===== src/rtl/rtc_pkg.sv =====
package rtc_pkg;
    localparam int ADDR_W = 3;
    localparam int DATA_W = 8;

    localparam logic [ADDR_W-1:0] A_SEC  = 3'd0;
    localparam logic [ADDR_W-1:0] A_MIN  = 3'd1;
    localparam logic [ADDR_W-1:0] A_HOUR = 3'd2;
    localparam logic [ADDR_W-1:0] A_DOW  = 3'd3;
    localparam logic [ADDR_W-1:0] A_DATE = 3'd4;
    localparam logic [ADDR_W-1:0] A_MON  = 3'd5;
    localparam logic [ADDR_W-1:0] A_YEAR = 3'd6;

    typedef enum logic [2:0] {
        ST_IDLE, ST_SEC, ST_MIN, ST_HOUR, ST_DATE, ST_MONTH, ST_YEAR
    } step_e;

    // Two-digit BCD increment; callers handle the wrap of the field.
    function automatic logic [7:0] bcd_inc(input logic [7:0] v);
        if (v[3:0] == 4'd9)
            return {v[7:4] + 4'd1, 4'd0};
        return {v[7:4], v[3:0] + 4'd1};
    endfunction
endpackage


===== src/rtl/rtc_prescaler.sv =====
module rtc_prescaler #(
    parameter int PRESCALE = 32768
) (
    input  logic clk,
    input  logic rst_n,
    input  logic run,
    input  logic en_in,
    input  logic clear,
    output logic tick,
    output logic phase
);
    localparam int CW   = $clog2(PRESCALE);
    localparam int HALF = PRESCALE / 2;
    localparam logic [CW-1:0] LAST_C = CW'(PRESCALE - 1);
    localparam logic [CW-1:0] HALF_C = CW'(HALF);

    logic [CW-1:0] cnt_q;
    logic          tick_q;

    always_ff @(posedge clk) begin
        if (!rst_n) begin
            cnt_q  <= '0;
            tick_q <= 1'b0;
        end else begin
            tick_q <= 1'b0;
            if (clear) begin
                cnt_q <= '0;
            end else if (run && en_in) begin
                if (cnt_q == LAST_C) begin
                    cnt_q  <= '0;
                    tick_q <= 1'b1;
                end else begin
                    cnt_q <= cnt_q + 1'b1;
                end
            end
        end
    end

    assign tick  = tick_q;
    assign phase = (cnt_q >= HALF_C);

    // a seconds write never lets a tick through on the next cycle
    p_clear_kills_tick_r8: assert property (@(posedge clk) disable iff (!rst_n)
        clear |=> !tick);
    // a tick marks the start of a fresh sub-second count
    p_tick_at_wrap_r2: assert property (@(posedge clk) disable iff (!rst_n)
        tick |-> (cnt_q < HALF_C));
    // a stopped oscillator freezes the sub-second count
    p_stall_r9: assert property (@(posedge clk) disable iff (!rst_n)
        (!run && !clear) |=> $stable(cnt_q));
endmodule


===== src/rtl/rtc_hour_step.sv =====
module rtc_hour_step (
    input  logic [6:0] hr_cur,
    output logic [6:0] hr_next,
    output logic       day_carry
);
    always_comb begin
        hr_next   = hr_cur;
        day_carry = 1'b0;
        if (hr_cur[6]) begin
            if (hr_cur[4:0] == 5'h11) begin
                hr_next   = {1'b1, ~hr_cur[5], 5'h12};
                day_carry = hr_cur[5];
            end else if (hr_cur[4:0] == 5'h12) begin
                hr_next = {1'b1, hr_cur[5], 5'h01};
            end else if (hr_cur[3:0] == 4'd9) begin
                hr_next = {1'b1, hr_cur[5], 5'h10};
            end else begin
                hr_next = {hr_cur[6:4], hr_cur[3:0] + 4'd1};
            end
        end else begin
            if (hr_cur[5:0] == 6'h23) begin
                hr_next   = 7'h00;
                day_carry = 1'b1;
            end else if (hr_cur[3:0] == 4'd9) begin
                hr_next = {1'b0, hr_cur[5:4] + 2'd1, 4'd0};
            end else begin
                hr_next = {hr_cur[6:4], hr_cur[3:0] + 4'd1};
            end
        end
    end
endmodule


===== src/rtl/rtc_month_len.sv =====
module rtc_month_len (
    input  logic [4:0] mon,
    input  logic [7:0] yr,
    output logic [5:0] last_date
);
    logic leap;

    always_comb begin
        if (yr[4])
            leap = (yr[3:0] == 4'd2) || (yr[3:0] == 4'd6);
        else
            leap = (yr[3:0] == 4'd0) || (yr[3:0] == 4'd4) || (yr[3:0] == 4'd8);
    end

    always_comb begin
        case (mon)
            5'h02:                      last_date = leap ? 6'h29 : 6'h28;
            5'h04, 5'h06, 5'h09, 5'h11: last_date = 6'h30;
            default:                    last_date = 6'h31;
        endcase
    end
endmodule


===== src/rtl/rtc_bcd_calendar.sv =====
module rtc_bcd_calendar
    import rtc_pkg::*;
#(
    parameter int PRESCALE = 32768
) (
    input  logic                      clk,
    input  logic                      rst_n,
    input  logic                      osc_en,
    input  logic                      tick_32k,
    input  logic                      wr_en,
    input  logic [rtc_pkg::ADDR_W-1:0] wr_addr,
    input  logic [rtc_pkg::DATA_W-1:0] wr_data,
    input  logic [rtc_pkg::ADDR_W-1:0] rd_addr,
    output logic [rtc_pkg::DATA_W-1:0] rd_data,
    output logic                      sec_tick,
    output logic                      phase_1hz
);
    step_e state_q, state_d;

    logic [6:0] sec_q, min_q, hours_q;
    logic [2:0] day_q;
    logic [5:0] date_q;
    logic [4:0] mon_q;
    logic       cent_q;
    logic [7:0] year_q;

    logic [7:0] sec_inc, min_inc, date_inc, mon_inc, year_inc;
    logic [6:0] hr_next;
    logic       hr_carry;
    logic [5:0] last_date;
    logic       sec_wr;

    assign sec_wr = wr_en && (wr_addr == A_SEC);

    rtc_prescaler #(.PRESCALE(PRESCALE)) u_presc (
        .clk   (clk),
        .rst_n (rst_n),
        .run   (osc_en),
        .en_in (tick_32k),
        .clear (sec_wr),
        .tick  (sec_tick),
        .phase (phase_1hz)
    );

    rtc_hour_step u_hour (
        .hr_cur    (hours_q),
        .hr_next   (hr_next),
        .day_carry (hr_carry)
    );

    rtc_month_len u_mlen (
        .mon       (mon_q),
        .yr        (year_q),
        .last_date (last_date)
    );

    always_comb begin
        sec_inc  = bcd_inc({1'b0, sec_q});
        min_inc  = bcd_inc({1'b0, min_q});
        date_inc = bcd_inc({2'b00, date_q});
        mon_inc  = bcd_inc({3'b000, mon_q});
        year_inc = bcd_inc(year_q);
    end

    // state register
    always_ff @(posedge clk) begin
        if (!rst_n) state_q <= ST_IDLE;
        else        state_q <= state_d;
    end

    // transitions
    always_comb begin
        state_d = ST_IDLE;
        unique case (state_q)
            ST_IDLE:  state_d = sec_tick ? ST_SEC : ST_IDLE;
            ST_SEC:   state_d = (sec_q == 7'h59) ? ST_MIN : ST_IDLE;
            ST_MIN:   state_d = (min_q == 7'h59) ? ST_HOUR : ST_IDLE;
            ST_HOUR:  state_d = hr_carry ? ST_DATE : ST_IDLE;
            ST_DATE:  state_d = (date_q == last_date) ? ST_MONTH : ST_IDLE;
            ST_MONTH: state_d = (mon_q == 5'h12) ? ST_YEAR : ST_IDLE;
            ST_YEAR:  state_d = ST_IDLE;
            default:  state_d = ST_IDLE;
        endcase
    end

    // field registers: step updates first, host writes override
    always_ff @(posedge clk) begin
        if (!rst_n) begin
            sec_q   <= 7'h00;
            min_q   <= 7'h00;
            hours_q <= 7'h00;
            day_q   <= 3'd1;
            date_q  <= 6'h01;
            mon_q   <= 5'h01;
            cent_q  <= 1'b0;
            year_q  <= 8'h00;
        end else begin
            case (state_q)
                ST_SEC:   sec_q <= (sec_q == 7'h59) ? 7'h00 : sec_inc[6:0];
                ST_MIN:   min_q <= (min_q == 7'h59) ? 7'h00 : min_inc[6:0];
                ST_HOUR:  hours_q <= hr_next;
                ST_DATE: begin
                    day_q  <= (day_q == 3'd7) ? 3'd1 : day_q + 3'd1;
                    date_q <= (date_q == last_date) ? 6'h01 : date_inc[5:0];
                end
                ST_MONTH: mon_q <= (mon_q == 5'h12) ? 5'h01 : mon_inc[4:0];
                ST_YEAR: begin
                    if (year_q == 8'h99) begin
                        year_q <= 8'h00;
                        cent_q <= ~cent_q;
                    end else begin
                        year_q <= year_inc;
                    end
                end
                default: ;
            endcase
            if (wr_en) begin
                case (wr_addr)
                    A_SEC:  sec_q   <= wr_data[6:0];
                    A_MIN:  min_q   <= wr_data[6:0];
                    A_HOUR: hours_q <= wr_data[6:0];
                    A_DOW:  day_q   <= wr_data[2:0];
                    A_DATE: date_q  <= wr_data[5:0];
                    A_MON: begin
                        cent_q <= wr_data[7];
                        mon_q  <= wr_data[4:0];
                    end
                    A_YEAR: year_q  <= wr_data;
                    default: ;
                endcase
            end
        end
    end

    // read port
    always_comb begin
        case (rd_addr)
            A_SEC:   rd_data = {1'b0, sec_q};
            A_MIN:   rd_data = {1'b0, min_q};
            A_HOUR:  rd_data = {1'b0, hours_q};
            A_DOW:   rd_data = {5'b0, day_q};
            A_DATE:  rd_data = {2'b0, date_q};
            A_MON:   rd_data = {cent_q, 2'b0, mon_q};
            A_YEAR:  rd_data = year_q;
            default: rd_data = 8'h00;
        endcase
    end

    // seconds remain valid BCD below 60
    p_sec_bcd_r2: assert property (@(posedge clk) disable iff (!rst_n)
        (sec_q[3:0] <= 4'd9) && (sec_q[6:4] <= 3'd5));
    // the carry chain only starts after a prescaler tick
    p_chain_start_r2: assert property (@(posedge clk) disable iff (!rst_n)
        (state_q == ST_SEC) |-> $past(sec_tick));
    // 12-hour values stay within 01..12
    p_hour12_range_r4: assert property (@(posedge clk) disable iff (!rst_n)
        hours_q[6] |-> ((hours_q[4:0] != 5'h00) && (hours_q[4:0] <= 5'h12)));
    // day of week never reads zero
    p_day_range_r5: assert property (@(posedge clk) disable iff (!rst_n)
        day_q != 3'd0);
    // date never reads zero
    p_date_range_r6: assert property (@(posedge clk) disable iff (!rst_n)
        date_q != 6'h00);
    // century changes only by host write or the year step
    p_cent_only_year_r7: assert property (@(posedge clk) disable iff (!rst_n)
        ((cent_q != $past(cent_q)) && !$past(wr_en)) |-> ($past(state_q) == ST_YEAR));
    // a seconds write leaves the phase low on the next cycle
    p_phase_low_after_wr_r8: assert property (@(posedge clk) disable iff (!rst_n)
        sec_wr |=> !phase_1hz);
    // nothing advances while the oscillator is stopped
    p_hold_stopped_r9: assert property (@(posedge clk) disable iff (!rst_n)
        (state_q == ST_IDLE && !sec_tick && !osc_en && !wr_en)
            |=> ($stable(sec_q) && state_q == ST_IDLE && !sec_tick));
endmodule


===== config.mk =====
export PLATFORM = sky130hd
export DESIGN_NAME = rtc_bcd_calendar
export DESIGN_NICKNAME = d
export VERILOG_FILES = /design/src/rtl/rtc_pkg.sv /design/src/rtl/rtc_prescaler.sv /design/src/rtl/rtc_hour_step.sv /design/src/rtl/rtc_month_len.sv /design/src/rtl/rtc_bcd_calendar.sv
export SDC_FILE = /design/constraint.sdc
export NUM_CORES = 1
export LEC_CHECK = 0
export ABC_AREA = 1
export CAP_MARGIN = 20
export CORE_MARGIN = 3
export CORE_UTILIZATION = 50
export CTS_BUF_LIST = sky130_fd_sc_hd__clkbuf_4 sky130_fd_sc_hd__clkbuf_8
export DETAILED_ROUTE_END_ITERATION = 10
export PLACE_DENSITY = 0.7
export SLEW_MARGIN = 20
export SYNTH_ARGS = -nofsm -noshare
export SYNTH_HDL_FRONTEND = slang
export SYNTH_SLANG_ARGS = --single-unit

===== constraint.sdc =====
create_clock -name clk -period 1.9 [get_ports clk]
set_input_delay 0.285 -clock clk [delete_from_list [all_inputs] [get_ports clk]]
set_output_delay 0.285 -clock clk [all_outputs]
set_load 0.02 [all_outputs]

Yosys cells after proc, flatten, opt, wreduce, memory -nomap -nowiden
Cells that the tools add are included.
W data, S select, Z words.
{"block": "totals", "reg_bits": 63, "in_bits": 19, "out_inout_bits": 10, "elab_cells": 153}
{"block": "classes", "n_addsub": 14, "order_cmp": 1, "eq_ne": 43, "muxes": 68, "bitwise": 4, "reduce_logical": 12}
{"op": "$mux W7", "count": 17}
{"op": "$pmux W8 S7", "count": 1}
{"op": "$mux W6", "count": 8}
{"op": "$mux W8", "count": 6}
{"op": "$mux W5", "count": 8}
{"op": "$eq A3 B3 Y1 const B", "count": 10}
{"op": "$add A4 B1 Y4 const B", "count": 7}
{"op": "$eq A4 B4 Y1 const B", "count": 7}
{"op": "$mux W3", "count": 7}
{"op": "$eq A5 B5 Y1 const B", "count": 4}
{"op": "$eq A3 B2 Y1 const B", "count": 6}
{"op": "$pmux W3 S6", "count": 1}
{"op": "$mux W1", "count": 16}
{"op": "$add A15 B1 Y15 const B", "count": 1}
{"op": "$eq A15 B15 Y1 const B", "count": 1}
{"op": "$ge A15 B15 Y1 const B", "count": 1}
{"op": "$mux W15", "count": 1}
{"op": "$eq A7 B7 Y1 const B", "count": 2}
{"op": "$pmux W6 S2", "count": 1}
{"op": "$eq A5 B3 Y1 const B", "count": 2}
{"op": "$add A3 B1 Y3 const B", "count": 3}
{"op": "$eq A3 B1 Y1 const B", "count": 3}
{"op": "$logic_not A3 Y1", "count": 3}
{"op": "$eq A4 B3 Y1 const B", "count": 2}
{"op": "16 further kinds", "count": 24}

Longest topological paths before layout
{"block": "depth", "word_depth": 11, "ltp_mapped": 11, "ltp_nobuf": 11}

Modules after synthesis
From an unflattened synthesis, not the netlist that was laid out.
{"block": "unflattened", "cells_unflattened": 687, "area_unflattened_um2": 4365.4}
{"mod": "rtc_bcd_calendar", "n_inst": 1, "cells_each": 494, "area_per_inst_um2": 3119.2, "seq_area_each_um2": 940.9}
{"mod": "rtc_prescaler", "n_inst": 1, "cells_each": 121, "area_per_inst_um2": 864.6, "seq_area_each_um2": 320.3}
{"mod": "rtc_hour_step", "n_inst": 1, "cells_each": 45, "area_per_inst_um2": 235.2, "seq_area_each_um2": 0.0}
{"mod": "rtc_month_len", "n_inst": 1, "cells_each": 27, "area_per_inst_um2": 146.4, "seq_area_each_um2": 0.0}

Worst setup path before layout
OpenSTA, ideal clock, no wires.
{"block": "synth_timing", "path_type": "input port to output port", "startpoint": "input port rd_addr[0] (netlist bit)", "endpoint": "output port rd_data[4] (netlist bit)", "arrival_time_ns": 1.121, "t_required_ns": 1.615, "setup_slack_ns": 0.494, "path_stages": 4, "path_buffers": 0, "cell_sequence": "inv_1 > nor3_1 > inv_1 > o21ai_0"}
{"block": "synth_between", "elab_chain_len": 2}
{"item": "from (decl)", "line_no": "rtc_bcd_calendar.sv:13", "text": "input logic [rtc_pkg::ADDR_W-1:0] rd_addr,"}
{"item": "$eq A3 B3 Y1, or another cell as far along", "line_no": "rtc_bcd_calendar.sv:137", "text": "case (rd_addr)"}
{"item": "$pmux W8 S7 (*)", "line_no": "rtc_bcd_calendar.sv:137"}
{"item": "to (decl)", "line_no": "rtc_bcd_calendar.sv:14", "text": "output logic [rtc_pkg::DATA_W-1:0] rd_data,"}
Mark *: on every way between the ends. The rest lies on a longest branch, timed or not.

Worst setup path after layout
Ends and elaborated chain as after synthesis.

==> impl_metrics.ini <==
[floorplanning]
dieArea_sq_um = 9299
core_sq_um = 7848
die_w_um = 96.43
die_y_um = 96.43
io_pins = 29
placementRows = 32
initial_core_util_pct = 52.10

[clocking]
insertion_delay_ns = 0.34
cts_sinks = 63
clk_pin_slew_ns = 0.07
cts_post_setup_buffers_inserted = 0
cts_tree = done
cts.repair.resized = 43
cts_root_buf = clkbuf_8
cts_buffer_depth = 2
htreeDepth = 3
cts_hold_buf = 0
numCtsBuffers = 9

[synth]
synth_area_leaders = dfxtp_1, nand2_1, inv_1
ys_types = 42
synth_top_area_share_pct = 30.84
syn-cell-area_sq_um = 4089
synth-edff-count = 0
ys_seq_area_share_pct = 30.84
yosysTopAreaCell = dfxtp_1
synth_seq_cells = 63
synth_nets = 638
yosys_warnings = 0
syn_area_per_cell_sq_um = 6.804
yosysMostFrequentCell = nand2_1
synthArstFlopShare_pct = 0
synthFlopType = dfxtp_1
ys_top_cells_by_count = nand2_1, inv_1, dfxtp_1
synthCells = 601

[detailed_routing]
drt_iter0_markers = 384
first_pass_iters = 9
wl_per_cell_um = 15.97
drc = 1
vias_per_cell = 5.649
antenna_left = 0
vias = 4384
wl_um = 12390

[sta]
worst_pin_slew_ns = 0.4469
rsz0062_at_grt = false
setup_slack_ns = 0.1024
skew_ns = 0.008661
final-hold-violation-count = 0
setup_viol = 0
min_period_ns = 1.798
fmax_mhz = 556.3
max_slew_margin_pct = 70.11
fin_crit_sh_pct = 94.61
whs_ns = 0.4876
drv_slew = 0

[worst_setup_path]
path_max_fanout = 3
timing.rr.start = mon_q[2]
crit_type = in2out
crit_required_ns = 1.62
cp_data_arrival_time_ns = 1.51
timing.critical_path.from = rd_addr[0]
regToRegSetupSlack_ns = 0.23
crit_path_start_kind = primary input
end_kind = primary output

[power_and_ir_drop]
seqPwrFrac_pct = 44.3
clkPwrFrac_pct = 43.4
power_switching_w = 0.0008219
peakVddDrop_v = 0.0003463
p_comb_share_pct = 12.3
p_per_area_nw_per_um2 = 631.5
p_sw_share_pct = 26.26
internal-power_w = 0.002308
p_leak_nw = 2.055

[global_routing]
grt_pass1_vias = 3992
grt.overflow.total = 0
grt_use_total_pct = 28.11
grt_max_degree = 36
antenna_found_initial = 0
grt_pass1_wl_um = 19780

[place]
io_buffer_count = 28
globalplace.congestion = 1.026
dpl_worst_slack_ns = -0.5997
dp_hpwl_um = 9695

[cells_and_area]
insertedDiodeCount = 0
nets = 706
drive_gt1_share_pct = 15.58
synthToLayoutAreaGrowth_pct = 21.21

[min_path]
hp-start = u_presc.cnt_q[1]
hold_class = reg2reg

[run_status]
status = finished with violations
failed_checks = DRC

[job]
maxCapViolCount = 0
## worst paths after layout
path	endpoint	depth (start not counted)
max	rd_data[4]	9
min	u_presc.cnt_q[1]	2
max reg2reg	date_q[4]	8
min reg2reg	u_presc.cnt_q[1]	2
## critical path: stages
cell and delay, ns:
dlygate4sd2_1 0.27, nor2_1 0.15, nand2_1 0.09, inv_1 0.11, nand2_1 0.09, o221ai_1 0.09, nor2_1 0.06, o21ai_0 0.07
clkdlybuf4s15_2 0.29
## cells by family (layout without fill, tap and decap cells)
| group | count (synthesis) | in the layout | synth area share [%] |
|---|---|---|---|
| XOR/XNOR | 14 | 14 | 2.999 |
| buffers and inverters | 107 | 180 | 9.914 |
| adder cells (fa/ha/maj) | 18 | 18 | 5.508 |
| AND/OR/NAND/NOR | 255 | 255 | 29.93 |
| flip-flops | 63 | 63 | 30.84 |
| AO/OA/AOI/OAI | 144 | 144 | 20.81 |
## stage by stage
stage	setup TNS (ns)	power [W]	utilization, %	instances	cell area (sq um)
finish	0	0.003130	63.15	776	4956
global route	0	0.003262	63.15	776	4956
CTS	0	0.003146	63.25	776	4964
detailed placement	-4.309	0.001798	60.41	760	4741
global placement	-3.928	0.001791	60.41	760	4741
floorplan	0	0.001616	-	601	4089
## power groups by stage
stage | sequential (W) | clock (W) | combinational [W]
floorplan | 0.00141 | 0 | 0.000205
global placement | 0.00142 | 0 | 0.000376
detailed placement | 0.00142 | 0 | 0.000382
CTS | 0.00139 | 0.00138 | 0.000379
global route | 0.00139 | 0.00145 | 0.000425
finish | 0.00139 | 0.00136 | 0.000385
## cells in the final DEF (no fill, tap or decap), types with 3 or more instances in the layout
cell and count:
clkbuf_8 11, inv_2 14, nor3_1 16, o21ai_0 48, a211oi_1 7, o22ai_1 13
nor3_2 6, nor3b_1 4, nand4_1 9, a31oi_1 8, o211ai_1 10, inv_1 83
buf_2 6, nand3_2 6, a21oi_1 34, nor3_4 3, ha_1 18, buf_4 37
xor2_1 13, o21ai_1 6, o221ai_1 5, o21a_1 3, nor2_2 8, nand3_1 41
clkdlybuf4s50_1 17, nand2_1 104, dfxtp_1 63, nor2_1 49
## registers in the layout, indices dropped and copies added, names as in the netlist
name,count
u_presc.cnt_q,15
year_q,8
hours_q,7
min_q,7
sec_q,7
date_q,6
mon_q,5
day_q,3
state_q,3
cent_q,1
u_presc.tick,1
## layout make-up
type	count	area (sq um)
flip-flops and latches	63	1261
inverters	99	371.6
fillers	751	2892
repair buffers	65	516.7
well taps	102	127.6
multi-input cells	431	2447
clock inverters	5	80.08
clock buffers	11	151.4
## layer usage
layer	track usage, %	up-vias	wire, um
li1	-	2185	-
met1	36.65	1976	5387
met2	43.93	186	5570
met3	7.514	37	962
met4	11.68	0	472
met5	0	-	0
Note: power is estimated with default switching activity, not from simulation.
